--- src/rtl/i2c_regeng_pkg.sv ---
package i2c_regeng_pkg;
  localparam int SUB_W = 16;

  typedef enum logic [2:0] {
    ST_IDLE, ST_RX, ST_RX_ACK, ST_TX, ST_TX_ACK
  } eng_state_e;

  typedef enum logic [1:0] {
    PH_DEV, PH_SUBH, PH_SUBL, PH_DATA
  } rx_phase_e;
endpackage

--- src/rtl/i2c_bus_cond.sv ---
module i2c_bus_cond #(
  parameter int SYNC_STAGES = 2
) (
  input  logic clk_i,
  input  logic rst_ni,
  input  logic scl_i,
  input  logic sda_i,
  output logic scl_o,
  output logic sda_o,
  output logic start_o,
  output logic stop_o,
  output logic scl_rise_o,
  output logic scl_fall_o
);
  logic [SYNC_STAGES-1:0] scl_sync, sda_sync;
  logic scl_p, sda_p;

  always_ff @(posedge clk_i or negedge rst_ni) begin
    if (!rst_ni) begin
      scl_sync <= '1;
      sda_sync <= '1;
      scl_p    <= 1'b1;
      sda_p    <= 1'b1;
    end else begin
      scl_sync <= {scl_sync[SYNC_STAGES-2:0], scl_i};
      sda_sync <= {sda_sync[SYNC_STAGES-2:0], sda_i};
      scl_p    <= scl_sync[SYNC_STAGES-1];
      sda_p    <= sda_sync[SYNC_STAGES-1];
    end
  end

  assign scl_o      = scl_sync[SYNC_STAGES-1];
  assign sda_o      = sda_sync[SYNC_STAGES-1];
  assign scl_rise_o = scl_o & ~scl_p;
  assign scl_fall_o = ~scl_o & scl_p;
  // data edges only count while clock stays high
  assign start_o    = scl_o & scl_p & sda_p & ~sda_o;
  assign stop_o     = scl_o & scl_p & ~sda_p & sda_o;
endmodule

--- src/rtl/i2c_regeng_decode.sv ---
module i2c_regeng_decode #(
  parameter logic [15:0] MAP_BASE  = 16'h4000,
  parameter logic [15:0] WIDE_ADDR = 16'h4002
) (
  input  logic [15:0] addr_i,
  input  logic        mclk_ok_i,
  output logic        hole_o,
  output logic        wide_o,
  output logic        wr_ok_o
);
  localparam logic [5:0] H_SINGLE_A = 6'h01;
  localparam logic [5:0] H_RUN_A_LO = 6'h03;
  localparam logic [5:0] H_RUN_A_HI = 6'h07;
  localparam logic [5:0] H_SINGLE_B = 6'h2E;
  localparam logic [5:0] H_RUN_B_LO = 6'h32;
  localparam logic [5:0] H_RUN_B_HI = 6'h35;

  logic       in_map;
  logic [5:0] off;

  assign in_map = addr_i[15:6] == MAP_BASE[15:6];
  assign off    = addr_i[5:0];
  assign hole_o = in_map && (off == H_SINGLE_A || off == H_SINGLE_B ||
                  (off >= H_RUN_A_LO && off <= H_RUN_A_HI) ||
                  (off >= H_RUN_B_LO && off <= H_RUN_B_HI));
  assign wide_o  = addr_i == WIDE_ADDR;
  assign wr_ok_o = mclk_ok_i || addr_i == MAP_BASE || addr_i == WIDE_ADDR;
endmodule

--- src/rtl/i2c_regeng.sv ---
module i2c_regeng
  import i2c_regeng_pkg::*;
#(
  parameter logic [4:0]  DEV_ADDR_HI = 5'b01110,
  parameter int          MAX_BYTES   = 6,
  parameter int          SYNC_STAGES = 2,
  parameter logic [15:0] MAP_BASE    = 16'h4000,
  parameter logic [15:0] WIDE_ADDR   = 16'h4002
) (
  input  logic                   clk_i,
  input  logic                   rst_ni,
  input  logic                   scl_i,
  input  logic                   sda_i,
  output logic                   sda_oe_o,
  input  logic [1:0]             addr_sel_i,
  input  logic                   mclk_ok_i,
  output logic                   wr_en_o,
  output logic [SUB_W-1:0]       wr_addr_o,
  output logic [MAX_BYTES*8-1:0] wr_data_o,
  output logic [SUB_W-1:0]       rd_addr_o,
  input  logic [MAX_BYTES*8-1:0] rd_data_i
);
  localparam int WORD_W = MAX_BYTES * 8;
  localparam int CNT_W  = $clog2(MAX_BYTES);
  localparam logic [CNT_W-1:0] LAST_POS = CNT_W'(MAX_BYTES - 1);

  logic scl_lvl, sda_lvl, start, stop, scl_rise, scl_fall;
  logic hole, wide, wr_ok, last_byte;

  eng_state_e       state;
  rx_phase_e        phase;
  logic [3:0]       bit_cnt;
  logic [7:0]       shreg, txsr, rx_byte;
  logic             rw, ack_pend, nack;
  logic [SUB_W-1:0] subaddr;
  logic [CNT_W-1:0] byte_pos;
  logic [WORD_W-1:0] wbuf, rbuf, rd_word, tx_word;

  i2c_bus_cond #(.SYNC_STAGES(SYNC_STAGES)) u_cond (
    .clk_i, .rst_ni, .scl_i, .sda_i,
    .scl_o(scl_lvl), .sda_o(sda_lvl), .start_o(start), .stop_o(stop),
    .scl_rise_o(scl_rise), .scl_fall_o(scl_fall)
  );

  i2c_regeng_decode #(.MAP_BASE(MAP_BASE), .WIDE_ADDR(WIDE_ADDR)) u_dec (
    .addr_i(subaddr), .mclk_ok_i, .hole_o(hole), .wide_o(wide), .wr_ok_o(wr_ok)
  );

  assign rd_addr_o = subaddr;
  assign rx_byte   = {shreg[6:0], sda_lvl};
  assign last_byte = wide ? (byte_pos == LAST_POS) : (byte_pos == '0);
  assign rd_word   = hole ? '0 : wide ? rd_data_i :
                     {rd_data_i[7:0], {(WORD_W-8){1'b0}}};
  assign tx_word   = (byte_pos == '0) ? rd_word : rbuf;

  always_ff @(posedge clk_i or negedge rst_ni) begin
    if (!rst_ni) begin
      state <= ST_IDLE;  phase <= PH_DEV;  bit_cnt <= '0;
      shreg <= '0;  txsr <= '0;  rw <= 1'b0;  ack_pend <= 1'b0;  nack <= 1'b0;
      subaddr <= '0;  byte_pos <= '0;  wbuf <= '0;  rbuf <= '0;
      sda_oe_o <= 1'b0;  wr_en_o <= 1'b0;  wr_addr_o <= '0;  wr_data_o <= '0;
    end else begin
      wr_en_o <= 1'b0;
      if (start) begin
        state <= ST_RX;  phase <= PH_DEV;  bit_cnt <= '0;
        byte_pos <= '0;  wbuf <= '0;  sda_oe_o <= 1'b0;
      end else if (stop) begin
        state <= ST_IDLE;  sda_oe_o <= 1'b0;
      end else begin
        unique case (state)
          ST_RX: begin
            if (scl_rise && bit_cnt < 4'd8) begin
              shreg   <= rx_byte;
              bit_cnt <= bit_cnt + 4'd1;
              if (bit_cnt == 4'd7) begin
                ack_pend <= 1'b1;
                unique case (phase)
                  PH_DEV: begin
                    ack_pend <= rx_byte[7:1] == {DEV_ADDR_HI, addr_sel_i};
                    rw       <= rx_byte[0];
                  end
                  PH_SUBH: subaddr[15:8] <= rx_byte;
                  PH_SUBL: subaddr[7:0]  <= rx_byte;
                  default: begin
                    if (last_byte) begin
                      wbuf     <= '0;
                      byte_pos <= '0;
                      subaddr  <= subaddr + 16'd1;
                      if (!hole && wr_ok) begin
                        wr_en_o   <= 1'b1;
                        wr_addr_o <= subaddr;
                        wr_data_o <= {wbuf[WORD_W-9:0], rx_byte};
                      end
                    end else begin
                      wbuf     <= {wbuf[WORD_W-9:0], rx_byte};
                      byte_pos <= byte_pos + 1'b1;
                    end
                  end
                endcase
              end
            end else if (scl_fall && bit_cnt == 4'd8) begin
              if (ack_pend) begin
                sda_oe_o <= 1'b1;
                state    <= ST_RX_ACK;
              end else begin
                state <= ST_IDLE;
              end
            end
          end
          ST_RX_ACK: begin
            if (scl_fall) begin
              bit_cnt <= '0;
              if (phase == PH_DEV && rw) begin
                state    <= ST_TX;
                txsr     <= tx_word[WORD_W-1 -: 8];
                rbuf     <= tx_word << 8;
                sda_oe_o <= ~tx_word[WORD_W-1];
              end else begin
                state    <= ST_RX;
                sda_oe_o <= 1'b0;
                unique case (phase)
                  PH_DEV:  phase <= PH_SUBH;
                  PH_SUBH: phase <= PH_SUBL;
                  default: phase <= PH_DATA;
                endcase
              end
            end
          end
          ST_TX: begin
            if (scl_rise) begin
              bit_cnt <= bit_cnt + 4'd1;
            end else if (scl_fall) begin
              if (bit_cnt == 4'd8) begin
                sda_oe_o <= 1'b0;
                state    <= ST_TX_ACK;
              end else begin
                txsr     <= {txsr[6:0], 1'b0};
                sda_oe_o <= ~txsr[6];
              end
            end
          end
          ST_TX_ACK: begin
            if (scl_rise) begin
              nack <= sda_lvl;
              if (last_byte) begin
                byte_pos <= '0;
                subaddr  <= subaddr + 16'd1;
              end else begin
                byte_pos <= byte_pos + 1'b1;
              end
            end else if (scl_fall) begin
              if (nack) begin
                state <= ST_IDLE;
              end else begin
                state    <= ST_TX;
                bit_cnt  <= '0;
                txsr     <= tx_word[WORD_W-1 -: 8];
                rbuf     <= tx_word << 8;
                sda_oe_o <= ~tx_word[WORD_W-1];
              end
            end
          end
          default: ;
        endcase
      end
    end
  end


  sda_move_low_chk: assert property (@(posedge clk_i) disable iff (!rst_ni)
    (!$stable(sda_oe_o) && !$past(start) && !$past(stop)) |-> !scl_lvl);

  stop_release_chk: assert property (@(posedge clk_i) disable iff (!rst_ni)
    stop |=> !sda_oe_o);

  hole_write_chk: assert property (@(posedge clk_i) disable iff (!rst_ni)
    wr_en_o |-> $past(!hole));

  mclk_gate_chk: assert property (@(posedge clk_i) disable iff (!rst_ni)
    (wr_en_o && !$past(mclk_ok_i)) |-> (wr_addr_o == MAP_BASE || wr_addr_o == WIDE_ADDR));

  sub_advance_chk: assert property (@(posedge clk_i) disable iff (!rst_ni)
    wr_en_o |-> subaddr == wr_addr_o + 16'd1);

  wr_pulse_chk: assert property (@(posedge clk_i) disable iff (!rst_ni)
    wr_en_o |=> !wr_en_o);

  master_ack_free_chk: assert property (@(posedge clk_i) disable iff (!rst_ni)
    state == ST_TX_ACK |-> !sda_oe_o);
endmodule

--- config.mk ---
export PLATFORM = sky130hd
export DESIGN_NAME = i2c_regeng
export DESIGN_NICKNAME = d
export VERILOG_FILES = /design/src/rtl/i2c_regeng_pkg.sv /design/src/rtl/i2c_bus_cond.sv /design/src/rtl/i2c_regeng_decode.sv /design/src/rtl/i2c_regeng.sv
export SDC_FILE = /design/constraint.sdc
export NUM_CORES = 1
export LEC_CHECK = 0
export BUFFER_PORTS_ARGS = -buffer_cell sky130_fd_sc_hd__buf_2
export CAP_MARGIN = 0
export CORE_ASPECT_RATIO = 2
export CORE_MARGIN = 1.5
export CORE_UTILIZATION = 40
export CTS_CLUSTER_DIAMETER = 50
export DETAILED_ROUTE_END_ITERATION = 10
export GPL_ROUTABILITY_DRIVEN = 0
export HOLD_SLACK_MARGIN = 0.08
export RECOVER_POWER = 100
export SYNTH_ARGS = -nofsm -noshare
export SYNTH_HDL_FRONTEND = slang
export SYNTH_SLANG_ARGS = --single-unit
--- constraint.sdc ---
create_clock -name clk_i -period 3.35 [get_ports clk_i]
set_clock_uncertainty 0.15 [all_clocks]
set_input_delay 0.335 -clock clk_i [delete_from_list [all_inputs] [get_ports clk_i]]
set_output_delay 0.335 -clock clk_i [all_outputs]
set_load 0.03 [all_outputs]
* After elaboration in Yosys (flattened, before gate mapping) *
Index checks and enable logic that the tools add are counted.

cells by class
  equal/unequal tests = 50
  multipliers = 0
  reduce and logical (&&, ||, !) cells = 44
  $lt $le $gt $ge = 5
  div/mod/pow operators = 0
  multiplexer cells = 93
  bitwise gates (word level) = 16
  shift-type cells = 0
  add/subtract/negate cells = 3

operator list
  operator               count
  $mux 48                8
  $mux 40                7
  $pmux 48 s2            1
  $mux 16                4
  $mux 7                 8
  $mux 3                 17
  $ne 4x4->1 const B     10
  $eq 16x15->1 const B   2
  $mux 4                 8
  $pmux 16 s2            1
  $pmux 8 s2             2
  $ne 2x2->1 const B     15
  $ne 3x3->1 const B     9
  $reduce_and 8->1       3
  $mux 1                 23
  $pmux 7 s3             1
  $add 16x1->16 const B  1
  $mux 2                 8
  $pmux 4 s4             1
  $reduce_and 7->1       2
  $reduce_bool 2->1      7
  $pmux 3 s4             1
  $reduce_and 4->1       3
  $reduce_and 6->1       2
  38 further kinds       67

word-level totals
  bits in writable memories = 0
  memory bits (read-only) = 0
  bits of input ports = 55
  memories = 0
  output and inout port bits = 82
  register bits after elaboration = 205
  word-level logic and storage cells = 232
  latch bits = 0

* Depth between registers and ports, before layout *
Gate-level depths: netlist of the first run.

  depth after elaboration = 15
  depth in mapped cells = 10
  gate-level depth less buffers = 8

* Cells and area by module *
From an unflattened synthesis of the first run, not the netlist that was laid out.

second synthesis, totals
  cells, all modules = 772
  area total of the unflattened synthesis = 9,081.2 um^2

modules (own cells, without submodules)
  module             instances  cells each  seq. area each (um^2)  area each (um^2)
  i2c_regeng         1          745         4,779.6                8,769.7
  i2c_bus_cond       1          10          157.7                  190.2
  i2c_regeng_decode  1          17          0.0                    121.4

* Worst setup path after synthesis of the first run *
Ideal clock, no wire load.

  path kind = register -> register
  start point = register subaddr[0], in the netlist rd_addr_o[0]
  end point = register wr_addr_o[10]
  clock period less this slack = 3,440 ps
  path buffers = 2
  cell stages (with the launch flop) = 11
  setup time = 125 ps
  arrival time = 3,164 ps
  required time = 3,075 ps
  slack = -90 ps
  cells stage by stage = dfrtp_1 -> inv_1 -> ha_1 -> or4b_1 -> nor4_4 -> mux2i_2 -> o211a_1 -> and2_1 -> buf_6 -> buf_6 -> mux2_4

between the ends
  longest elaborated chain between the ends = 8
  elaborated cells on any way between the ends = 20
  classes of those cells = order compare (4); eq/ne (4); mux (1); reduce/logical (11)

RTL lines
  item                                                          line                                              RTL
  start: declaration                                            i2c_regeng.sv:35                                  logic [SUB_W-1:0] subaddr;
  start signal: assignment                                      i2c_regeng.sv:83                                  PH_SUBL: subaddr[7:0] <= rx_byte;
  start signal: assignment                                      i2c_regeng.sv:88                                  subaddr <= subaddr + 16'd1;
  start signal: assignment                                      i2c_regeng.sv:147                                 subaddr <= subaddr + 16'd1;
  $ge 6x2->1 (tied with other cells)                            i2c_regeng_decode.sv:24                           (off >= H_RUN_A_LO && off <= H_RUN_A_HI) ||
  $logic_and 1x1->1 / $logic_or 1x1->1 (equally long branches)  i2c_regeng_decode.sv:24, i2c_regeng_decode.sv:23
  $logic_or 1x1->1                                              i2c_regeng_decode.sv:23                           assign hole_o = in_map && (off == H_SINGLE_A || off == H_SINGLE_B ||
  $logic_or 1x1->1                                              i2c_regeng_decode.sv:24
  $logic_and 1x1->1                                             i2c_regeng_decode.sv:23
  $logic_not 1->1                                               i2c_regeng.sv:89                                  if (!hole && wr_ok) begin
  $logic_and 1x1->1                                             i2c_regeng.sv:89
  $reduce_and 8->1 (no source line) *                           -
  end signal: assignment                                        i2c_regeng.sv:91                                  wr_addr_o <= subaddr;
  end: declaration                                              i2c_regeng.sv:18                                  output logic [SUB_W-1:0] wr_addr_o,

Mark *: on every way between the ends. The rest lies on a longest branch, timed or not.
A chain may end at the register's enable or synchronous reset.

* Worst setup path in the final report of the first run *
  start point = register subaddr[0], in the netlist rd_addr_o[0]
  end point = register wr_data_o[46]

between the ends
  longest elaborated chain between the ends = 8
  elaborated cells on any way between the ends = 20
  classes of those cells = order compare (4); eq/ne (4); mux (1); reduce/logical (11)

RTL lines
  item                                                          line                                              RTL
  $ge 6x2->1 (tied with other cells)                            i2c_regeng_decode.sv:24
  $logic_and 1x1->1 / $logic_or 1x1->1 (equally long branches)  i2c_regeng_decode.sv:24, i2c_regeng_decode.sv:23
  $logic_or 1x1->1                                              i2c_regeng_decode.sv:23
  $logic_or 1x1->1                                              i2c_regeng_decode.sv:24
  $logic_and 1x1->1                                             i2c_regeng_decode.sv:23
  $logic_not 1->1                                               i2c_regeng.sv:89
  $logic_and 1x1->1                                             i2c_regeng.sv:89
  $reduce_and 8->1 (no source line) *                           -
  end signal: assignment                                        i2c_regeng.sv:92                                  wr_data_o <= {wbuf[WORD_W-9:0], rx_byte};
  end: declaration                                              i2c_regeng.sv:19                                  output logic [MAX_BYTES*8-1:0] wr_data_o,

Marked as above.

==> results of run 1 <==
## how the worst max path moves through the flow
stage            startpoint            end  slack (ns)
6_report       rd_addr_o[0]  wr_data_o[46]        0.20
4_1_cts        rd_addr_o[0]  rd_addr_o[15]        0.09
5_1_grt        rd_addr_o[0]  rd_addr_o[15]        0.02
3_3_place_gp   rd_addr_o[0]  rd_addr_o[15]        0.18
2_1_floorplan  rd_addr_o[0]  wr_addr_o[10]        0.04
3_5_place_dp   rd_addr_o[0]  rd_addr_o[15]        0.12
## power by group
group | leakage [uW] | internal [uW] | switching (uW)
clock network | 0.000272 | 1040 | 980
logic | 0.00212 | 770 | 1120
registers | 0.00254 | 2800 | 421
## sequential cells by signal (all words and copies together), names as in the netlist, 2 cells and up
signal,count
wr_data_o,48
rbuf,40
wbuf,40
rd_addr_o,16
wr_addr_o,16
shreg,7
txsr,7
bit_cnt,4
byte_pos,3
state,3
phase,2
u_cond.scl_sync,2
u_cond.sda_sync,2
## worst reg2reg max path, stage by stage (launching register included)
cell     delay, ns
dfrtp_2       0.40
inv_1         0.07
ha_1          0.16
or4b_1        0.49
nor4_4        0.39
mux2i_4       0.29
o211a_1       0.22
and2_4        0.26
buf_6         0.24
mux2_2        0.36
## timing repair
item	in CTS	in global routing
buffers inserted	0	0
endpoints found under the hold margin	103	0
setup endpoints to repair	0	1
hold buffers	41	0
resized for setup	0	2
## cell usage after synthesis, drive strengths merged (3+ instances only)
master    n
dfstp     6
o22a      6
mux2i    11
nor2b     9
ha       11
nor4      4
and4      3
a31oi     5
or4       6
a21oi    61
nand4     6
nand3b    4
nand2    50
nand3    22
o21ai    38
a22o     41
and2      5
o22ai     6
a22oi    33
or3b      3
buf      18
and3      4
nor3     19
nor3b     7
o311a     6
a221oi    3
dfrtp   191
a311oi    5
nor2     51
a21o      6
mux2     72
inv      11
o211ai    6
clkbuf   40
nand2b   15
## cell usage in the layout (no fill, tap or decap), types with 25 or more instances in the layout
cell / netlist / layout
o21ai_0: 38 / 38
buf_2: 9 / 56
nor2_1: 51 / 51
dfrtp_1: 191 / 190
clkbuf_1: 40 / 86
a22o_1: 41 / 41
dlygate4sd3_1: 0 / 41
mux2_2: 25 / 25
a21oi_1: 61 / 61
a22oi_1: 33 / 33
mux2_1: 0 / 44
nand2_1: 50 / 50
## kinds of logic after synthesis
group                      after synthesis  share of synthesized area, %
AOI/OAI and AO/OA                      233                         17.19
and+or+nand+nor                        218                         12.34
DFF                                    197                         53.35
muxes                                   83                         11.90
buffers and inverters                   69                         3.448
adders and majority gates               11                         1.487
xor gates and xnor gates                 3                        0.2840
## layout make-up
type / count / area, sq um / area share (%)
inverters: 11 / 41.29 / 0.3733
clock buffers: 17 / 425.4 / 3.847
repair buffers: 214 / 1292 / 11.69
flip-flops and latches: 197 / 4938 / 44.65
multi-input cells: 548 / 3870 / 34.99
well taps: 280 / 350.3 / 3.168
clock inverters: 15 / 141.4 / 1.278
## stage by stage
stage,instance area (sq um),power (uW),std cells,util [%],setup WS [ns]
final,11060,7132,1282,48.64,0.1962
after global routing,11060,7550,1282,48.64,0.02092
after CTS,11400,7228,1282,50.15,0.09429
after detailed placement,10430,5162,1209,45.85,0.1189
after global placement,10430,5107,1209,45.85,0.1831
after floorplan,9264,4408,814,-,0.03736
## layer usage
layer  vias up  share of wire [%]
met5         -                  0
met4         0                5.5
met3        61                3.7
met2       208                 53
met1      3495                 37
li1       3364                  -
==> results.sh, run 1 <==
export IMPL_clock_fmax_mhz=317.1
export IMPL_post_route_period_util_pct=94.14
export IMPL_num_rows=78
export IMPL_rr_endpoint="wr_data_o[46]"
export IMPL_post_route_drc_count=0
export IMPL_yosys_warnings=0
export IMPL_worstMarginPinSlew_ns=1.718
export IMPL_crit_cells=9
export IMPL_drt_iter0_drc=446
export IMPL_synth_top_area_share_pct=51.65
export IMPL_area_growth_pct=19.51
export IMPL_r2r_start="rd_addr_o[0]"
export IMPL_grt_overflow=0
export IMPL_vias=7128
export IMPL_antenna_found_initial=0
export IMPL_num_antenna_cells=0
export IMPL_synthTopCellsByArea="dfrtp_1, mux2_4, a22o_1"
export IMPL_grt_max_degree=80
export IMPL_min_path_cells=4
export IMPL_crit_path_end_kind="register"
export IMPL_violations="max-capacitance violations, max-slew violations"
export IMPL_io_pins=137
export IMPL_max_slew_margin_pct=-14.54
export IMPL_synth_edf_count=0
export IMPL_nFillCells=2152
export IMPL_arrival_ns=3.34
export IMPL_clk_latency_ns=0.45
export IMPL_hold_start="addr_sel_i[0]"
export IMPL_cts_root_buf="clkbuf_16"
export IMPL_min_to="ack_pend"
export IMPL_async_flop_share_pct=100.0
export IMPL_status="finished, violations left"
export IMPL_yosys_area_top_type="dfrtp_1"
export IMPL_cts_tree="done"
export IMPL_grt_pass1_wl_mm=39.50
export IMPL_p_per_area_nw_per_um2=644.8
export IMPL_reg2reg_slack_ns=0.20
export IMPL_grt_busiest_layer="met2"
export IMPL_cts_buffers=17
export IMPL_path_clk_slew_ns=0.07
export IMPL_drive_gt1_share_pct=16.17
export IMPL_setup_tns_ns=0
export IMPL_post_drt_wl_per_cell_um=19.36
export IMPL_yosysUniqueCellTypes=62
export IMPL_hold_violations=0
export IMPL_slew_viol_final=65
export IMPL_hp_class="input port to register"
export IMPL_die_x_um=110.6
export IMPL_synthesis_nets=880
export IMPL_critPathLaunchType="register"
export IMPL_ff2ff_path_depth=9
export IMPL_leakagePower_uw=0.004932
export IMPL_ys_ff_latch=197
export IMPL_portBuffers=136
export IMPL_setup_viol=0
export IMPL_seq_area_frac_synth_pct=53.35
export IMPL_max_stage_delay_ns=0.49
export IMPL_cp_top_family="simple AND/OR/NAND/NOR gates"
export IMPL_synth_avg_cell_area_sq_um=11.37
export IMPL_grt_total_usage_pct=21.13
export IMPL_min_period_ns=3.154
export IMPL_first_global_vias=7273
export IMPL_max_clock_path_buffers=2
export IMPL_grt_util_met2_pct=38.05
export IMPL_fp_dieH_um=218.1
export IMPL_wl_mm=24.82
export IMPL_grt_use_met1_pct=22.24
export IMPL_vdd_ir_drop_max_mv=0.5531
export IMPL_hold_ws_ns=0.09183
export IMPL_netlist_area_sq_um=9254
export IMPL_cap_viol_max_count=1
export IMPL_grt_use_met3_pct=4.077
export IMPL_synth_main_ff_cell="dfrtp_1"
export IMPL_via_per_inst=5.560
export IMPL_critical_path_class="register to register"
export IMPL_nets=1055
export IMPL_path_buf_inv=2
export IMPL_syn_inst=814
export IMPL_clkSinkCount=197
export IMPL_start_util_pct=40.70
export IMPL_hpwlAfterDp_mm=17.76
export IMPL_design_die_area_sq_um=24110
export IMPL_core_area_sq_um=22740
export IMPL_slowest_stage="or4b_1"
export IMPL_postRouteAntennaNets=0
export IMPL_rsz0062_at_grt="no"
export IMPL_path_cells="inv_1 -> ha_1 -> or4b_1 -> nor4_4 -> mux2i_4 -> o211a_1 -> and2_4 -> buf_6 -> mux2_2"
export IMPL_crit_path_max_fanout=18
export IMPL_firstDrtPassIters=5
export IMPL_crit_required_ns=3.54
export IMPL_cts_max_level=4
Note: power is estimated with default switching activity, not from simulation.
==> run 2: changes to the inputs <==
Settings changed: HOLD_SLACK_MARGIN 0.08 to 0.12, REMOVE_ABC_BUFFERS set to 1.
==> run 2 against run 1 <==
  * The flow still finishes with violations (max-capacitance violations, max-slew violations)
  * Sequential power barely moved
  * Non-clock buffer count fell by 1
  * Critical path depth fell by 2
  * First-iteration DRC count fell by 13%
  * Final cell count barely moved
  * Total power fell by 0.42%
  * Final area barely moved
  * Register-to-register slack improved by 0.04 ns
  * Largest cell class unchanged
==> results.sh, run 2 (synthesized netlist as in run 1, its figures left out) <==
export IMPL_status="finished, violations left"
export IMPL_violations="max-capacitance violations, max-slew violations"
export IMPL_portBuffers=136
export IMPL_final_cell_mix="dfrtp_1, clkbuf_1, a21oi_1"
export IMPL_cts_setup_buffers=0
export IMPL_via_per_inst=5.546
export IMPL_critical_path_class="register to register"
export IMPL_area_growth_pct=19.57
export IMPL_antenna_found_initial=0
export IMPL_nets=1054
export IMPL_num_rows=78
export IMPL_vias=7104
export IMPL_cap_viol_max_count=1
export IMPL_critPathLaunchType="register"
export IMPL_p_per_area_nw_per_um2=641.8
export IMPL_final_cell_area_sq_um=11060
export IMPL_largest_register="wr_data_o"
export IMPL_grt_pass1_wl_mm=38.65
export IMPL_drive_gt1_share_pct=14.79
export IMPL_worstSetupStartpoint="rd_addr_o[10]"
export IMPL_firstDrtPassIters=5
export IMPL_combinationalPowerShare_pct=25.9
export IMPL_crit_path_max_fanout=40
export IMPL_final_common_cell="dfrtp_1"
export IMPL_fp_dieH_um=218.1
export IMPL_cts_root_buf="clkbuf_16"
export IMPL_max_clock_path_buffers=2
export IMPL_rr_endpoint="rbuf[40]"
export IMPL_post_route_period_util_pct=92.85
export IMPL_grt_max_degree=76
export IMPL_grt_overflow=0
export IMPL_dp_slack_ns=0.1558
export IMPL_grt_use_met3_pct=3.716
export IMPL_post_route_drc_count=0
export IMPL_clkSinkCount=197
export IMPL_placed_area_sq_um=10350
export IMPL_wl_mm=23.55
export IMPL_die_x_um=110.6
export IMPL_drt_iter0_drc=389
export IMPL_post_drt_wl_per_cell_um=18.38
export IMPL_path_clk_slew_ns=0.07
export IMPL_design_die_area_sq_um=24110
export IMPL_largest_reg_flops=48
export IMPL_reg_largest_list="wr_data_o x48, rbuf x40, wbuf x40"
export IMPL_hp_class="input port to register"
export IMPL_nFillCells=2203
export IMPL_io_pins=137
export IMPL_arrival_ns=3.33
export IMPL_min_period_ns=3.111
export IMPL_setup_tns_ns=0
export IMPL_core_area_sq_um=22740
export IMPL_hpwlAfterDp_mm=16.50
export IMPL_slew_viol_final=76
export IMPL_multiInputGateArea_sq_um=3850
export IMPL_register_area_sq_um=4937
export IMPL_switchingPower_uw=2424
export IMPL_num_antenna_cells=0
export IMPL_seqPwrFrac_pct=45.0
export IMPL_hold_violations=0
export IMPL_first_global_vias=7217
export IMPL_ff2ff_path_depth=7
export IMPL_worstMarginPinSlew_ns=1.827
export IMPL_max_slew_margin_pct=-21.80
export IMPL_rsz0062_at_grt="no"
export IMPL_leakagePower_uw=0.004926
export IMPL_final_core_util_pct=48.66
export IMPL_cts_buffers=17
export IMPL_intPower_uw=4677
export IMPL_grt_busiest_layer="met2"
export IMPL_setup_viol=0
export IMPL_cts_tree="done"
export IMPL_switching_share_pct=34.14
export IMPL_grt_total_usage_pct=20.23
export IMPL_postRouteAntennaNets=0
export IMPL_reg2reg_slack_ns=0.24
export IMPL_cp_endpoint="rbuf[40]"
export IMPL_fin_ws_ns=0.2394
export IMPL_r2r_start="rd_addr_o[10]"
export IMPL_power_frac_clock_pct=29.1
export IMPL_clock_fmax_mhz=321.5
export IMPL_crit_path_end_kind="register"
export IMPL_start_util_pct=40.70
export IMPL_grt_util_met2_pct=35.49
export IMPL_crit_required_ns=3.57
export IMPL_min_path_cells=4
export IMPL_clk_latency_ns=0.45
export IMPL_cts_max_level=4
export IMPL_vdd_ir_drop_max_mv=0.6278
export IMPL_grt_use_met1_pct=23.19
[run 2: cell count changes in the layout (fill, tap and decap cells not counted), sizes merged]
cell and delta:
bufinv +1, buf -11, clkinvlp -2, clkinv -1
dlygate4sd3 +5, inv -1, clkbuf +8
[run 2: power groups by stage]
stage	clock network, uW	registers (uW)	logic (uW)
floorplan	0	3270	1100
CTS	2140	3190	1900
detailed placement	0	3240	1850
global route	2220	3260	2070
global placement	0	3220	1820
finish	2070	3190	1840
[run 2: final cells by class]
class	instances	area share (%)
Multi-Input combinational cell	548	34.80
Sequential cell	197	44.62
Inverter	11	0.3732
Tap cell	280	3.166
Clock buffer	20	4.037
Timing Repair Buffer	213	11.73
Clock inverter	12	1.278
[run 2: worst max-delay path: stages (launching register included)]
cell	delay (ns)
dfrtp_1	0.41
or4_1	0.69
nor4_4	0.41
clkbuf_2	0.41
nor3b_1	0.39
buf_12	0.26
a22oi_1	0.13
a21oi_1	0.17
[run 2: worst min-delay path by stage]
stage / start / to / slack (ns)
6_report: rd_data_i[40] / txsr[0] / 0.16
5_1_grt: rd_data_i[40] / txsr[0] / 0.20
4_1_cts: rd_data_i[40] / txsr[0] / 0.14
3_5_place_dp: u_cond.scl_sync[0] / u_cond.scl_sync[1] / 0.20
3_3_place_gp: u_cond.sda_sync[0] / u_cond.sda_sync[1] / 0.20
2_1_floorplan: rst_ni / ack_pend / -0.11
[run 2: what timing repair did]
action,4_1_cts,5_1_grt
setup endpoints to repair,0,9
hold buffers,46,0
hold endpoints to repair,115,0
resized for setup,0,1
[run 2: per-stage QoR]
stage	power [uW]	hold WS, ns	cells
3_5_place_dp	5092	0.1975	1203
6_report	7101	0.1612	1281
2_1_floorplan	4365	-0.1106	756
4_1_cts	7227	0.1393	1281
5_1_grt	7548	0.2035	1281
3_3_place_gp	5044	0.1968	1203
[run 2: routing by layer]
layer	part of all wire [%]	up-vias
li1	-	3355
met1	40	3512
met2	53	181
met3	2.9	56
met4	4.5	0
met5	0	-
==> run 3: changes to the inputs <==
--- a/config.mk
+++ b/config.mk
@@ -10,5 +10,5 @@
 export CORE_ASPECT_RATIO = 2
 export CORE_MARGIN = 1.5
-export CORE_UTILIZATION = 40
+export CORE_UTILIZATION = 33
 export CTS_CLUSTER_DIAMETER = 50
 export DETAILED_ROUTE_END_ITERATION = 10
==> constraint.sdc (replaced) <==
create_clock -name clk_i -period 3.35 [get_ports clk_i]
set_clock_uncertainty 0.15 [all_clocks]
set_input_delay 0.8375 -clock clk_i [delete_from_list [all_inputs] [get_ports clk_i]]
set_output_delay 0.8375 -clock clk_i [all_outputs]
set_load 0.03 [all_outputs]
==> run 3 against run 2 <==
  * The run still ends with max-capacitance violations, max-slew violations left
  * Non-clock buffer count is 27 lower
  * Die area increased by 21%
  * Global-route usage shrank 2.9 points
  * Utilization shrank 9.3 points
  * Setup slack worse by 0.057 ns
  * Clock power hardly changed
  * Flip-flop and latch count did not move
  * Sequential share of layout area up 0.94 points
  * Largest power group unchanged
==> results.sh, run 3 (synthesized netlist as in run 1, its figures left out) <==
export IMPL_status="finished, violations left"
export IMPL_violations="max-capacitance violations, max-slew violations"
export IMPL_rsz0062_at_grt="no"
export IMPL_crit_required_ns=3.56
export IMPL_path_buf_inv=1
export IMPL_first_global_vias=7068
export IMPL_nets=1027
export IMPL_slew_viol_final=68
export IMPL_intPower_uw=4603
export IMPL_switchingPower_uw=2523
export IMPL_dp_slack_ns=0.1390
export IMPL_cts_max_level=4
export IMPL_ctsResizeCount=0
export IMPL_hold_ws_ns=0.2125
export IMPL_final_common_cell="dfrtp_1"
export IMPL_slowest_stage="or4_1"
export IMPL_switching_share_pct=35.41
export IMPL_cts_buffers=17
export IMPL_combinationalPowerShare_pct=26.3
export IMPL_postRouteAntennaNets=0
export IMPL_seqPwrFrac_pct=44.5
export IMPL_nFillCells=2822
export IMPL_hpwlAfterDp_mm=17.66
export IMPL_setup_viol=0
export IMPL_clkSinkCount=197
export IMPL_final_cells=1325
export IMPL_arrival_ns=3.38
export IMPL_register_area_sq_um=4937
export IMPL_cts_hold_buf=0
export IMPL_cts_setup_buffers=0
export IMPL_antenna_found_initial=0
export IMPL_total_power_uw=7125
export IMPL_io_pins=137
export IMPL_grt_total_usage_pct=17.31
export IMPL_p_per_area_nw_per_um2=657.5
export IMPL_cp_top_family="simple AND/OR/NAND/NOR gates"
export IMPL_cts_tree="done"
export IMPL_die_x_um=121.4
export IMPL_via_per_inst=5.336
export IMPL_post_drt_wl_per_cell_um=18.42
export IMPL_drive_gt1_share_pct=17.88
export IMPL_largest_reg_flops=48
export IMPL_max_slew_margin_pct=-17.22
export IMPL_num_antenna_cells=0
export IMPL_grt_max_degree=68
export IMPL_reg_largest_list="wr_data_o x48, rbuf x40, wbuf x40"
export IMPL_cap_viol_max_count=1
export IMPL_start_util_pct=33.59
export IMPL_fp_dieH_um=239.8
export IMPL_post_route_drc_count=0
export IMPL_clk_latency_ns=0.45
export IMPL_crit_path_max_fanout=11
export IMPL_num_rows=86
export IMPL_leakagePower_uw=0.004812
export IMPL_area_growth_pct=17.10
export IMPL_core_area_sq_um=27550
export IMPL_max_clock_path_buffers=2
export IMPL_final_cell_mix="dfrtp_1, clkbuf_1, a21oi_1"
export IMPL_clock_fmax_mhz=315.7
export IMPL_critical_path_class="register to register"
export IMPL_worstMarginPinSlew_ns=1.758
export IMPL_dp_cells=1294
export IMPL_power_frac_clock_pct=29.2
export IMPL_design_die_area_sq_um=29120
export IMPL_largest_register="wr_data_o"
export IMPL_min_period_ns=3.167
export IMPL_grt_overflow=0
export IMPL_multiInputGateArea_sq_um=3884
export IMPL_vias=7070
export IMPL_cts_root_buf="clkbuf_16"
export IMPL_portBuffers=136
export IMPL_drt_iter0_drc=414
export IMPL_hp_class="register to register"
export IMPL_vdd_ir_drop_max_mv=0.3766
export IMPL_critPathLaunchType="register"
export IMPL_hold_violations=0
export IMPL_path_cells="or4_1 -> nor4_4 -> buf_6 -> mux2_2 -> nor4b_1 -> nor3_1 -> a311oi_1"
export IMPL_post_route_period_util_pct=94.55
export IMPL_path_clk_slew_ns=0.08
export IMPL_wl_mm=24.41
export IMPL_max_stage_delay_ns=0.68
export IMPL_crit_path_end_kind="register"
export IMPL_fin_ws_ns=0.1826
export IMPL_setup_tns_ns=0
export IMPL_grt_pass1_wl_mm=38.59
export IMPL_firstDrtPassIters=5
-- run 3: area by class of cell --
cell class,count,area share [%]
flip-flops and latches,197,45.56
multi-input cells,548,35.84
repair buffers,186,8.752
well taps,352,4.064
clock buffers,17,3.926
clock inverters,14,1.478
inverters,11,0.3810
-- run 3: final timing paths --
path	end	startpoint	depth (start not counted)	slack, ns
worst max-delay path	rd_addr_o[15]	rd_addr_o[10]	7	0.18
worst min-delay path	u_cond.scl_sync[1]	u_cond.scl_sync[0]	0	0.21
worst max register to register	rd_addr_o[15]	rd_addr_o[10]	7	0.18
worst min register to register	u_cond.scl_sync[1]	u_cond.scl_sync[0]	0	0.21
max in group asynchronous	wr_data_o[44]	rst_ni	2	0.60
min in group asynchronous	wr_addr_o[3]	rst_ni	1	0.69
-- run 3: power by group through the flow --
stage               Combinational, uW  Sequential [uW]  Clock, uW
global placement                 1890             3200          0
detailed placement               1920             3210          0
floorplan                        1100             3270          0
finish                           1880             3170       2080
global route                     2100             3230       2220
CTS                              1930             3170       2140
-- run 3: per-layer routing --
| metal | vias up | wire, um | GRT usage (%) |
|---|---|---|---|
| met5 | - | 0 | 0 |
| met1 | 3545 | 9207 | 18.63 |
| li1 | 3300 | - | - |
| met2 | 176 | 13540 | 32.00 |
| met3 | 49 | 814 | 2.929 |
| met4 | 0 | 849 | 8.627 |
-- run 3: per-stage QoR --
stage	util (%)	cell area (sq um)
global route	39.34	10840
global placement	38.40	10580
finish	39.34	10840
floorplan	-	8976
CTS	40.53	11160
detailed placement	38.40	10580
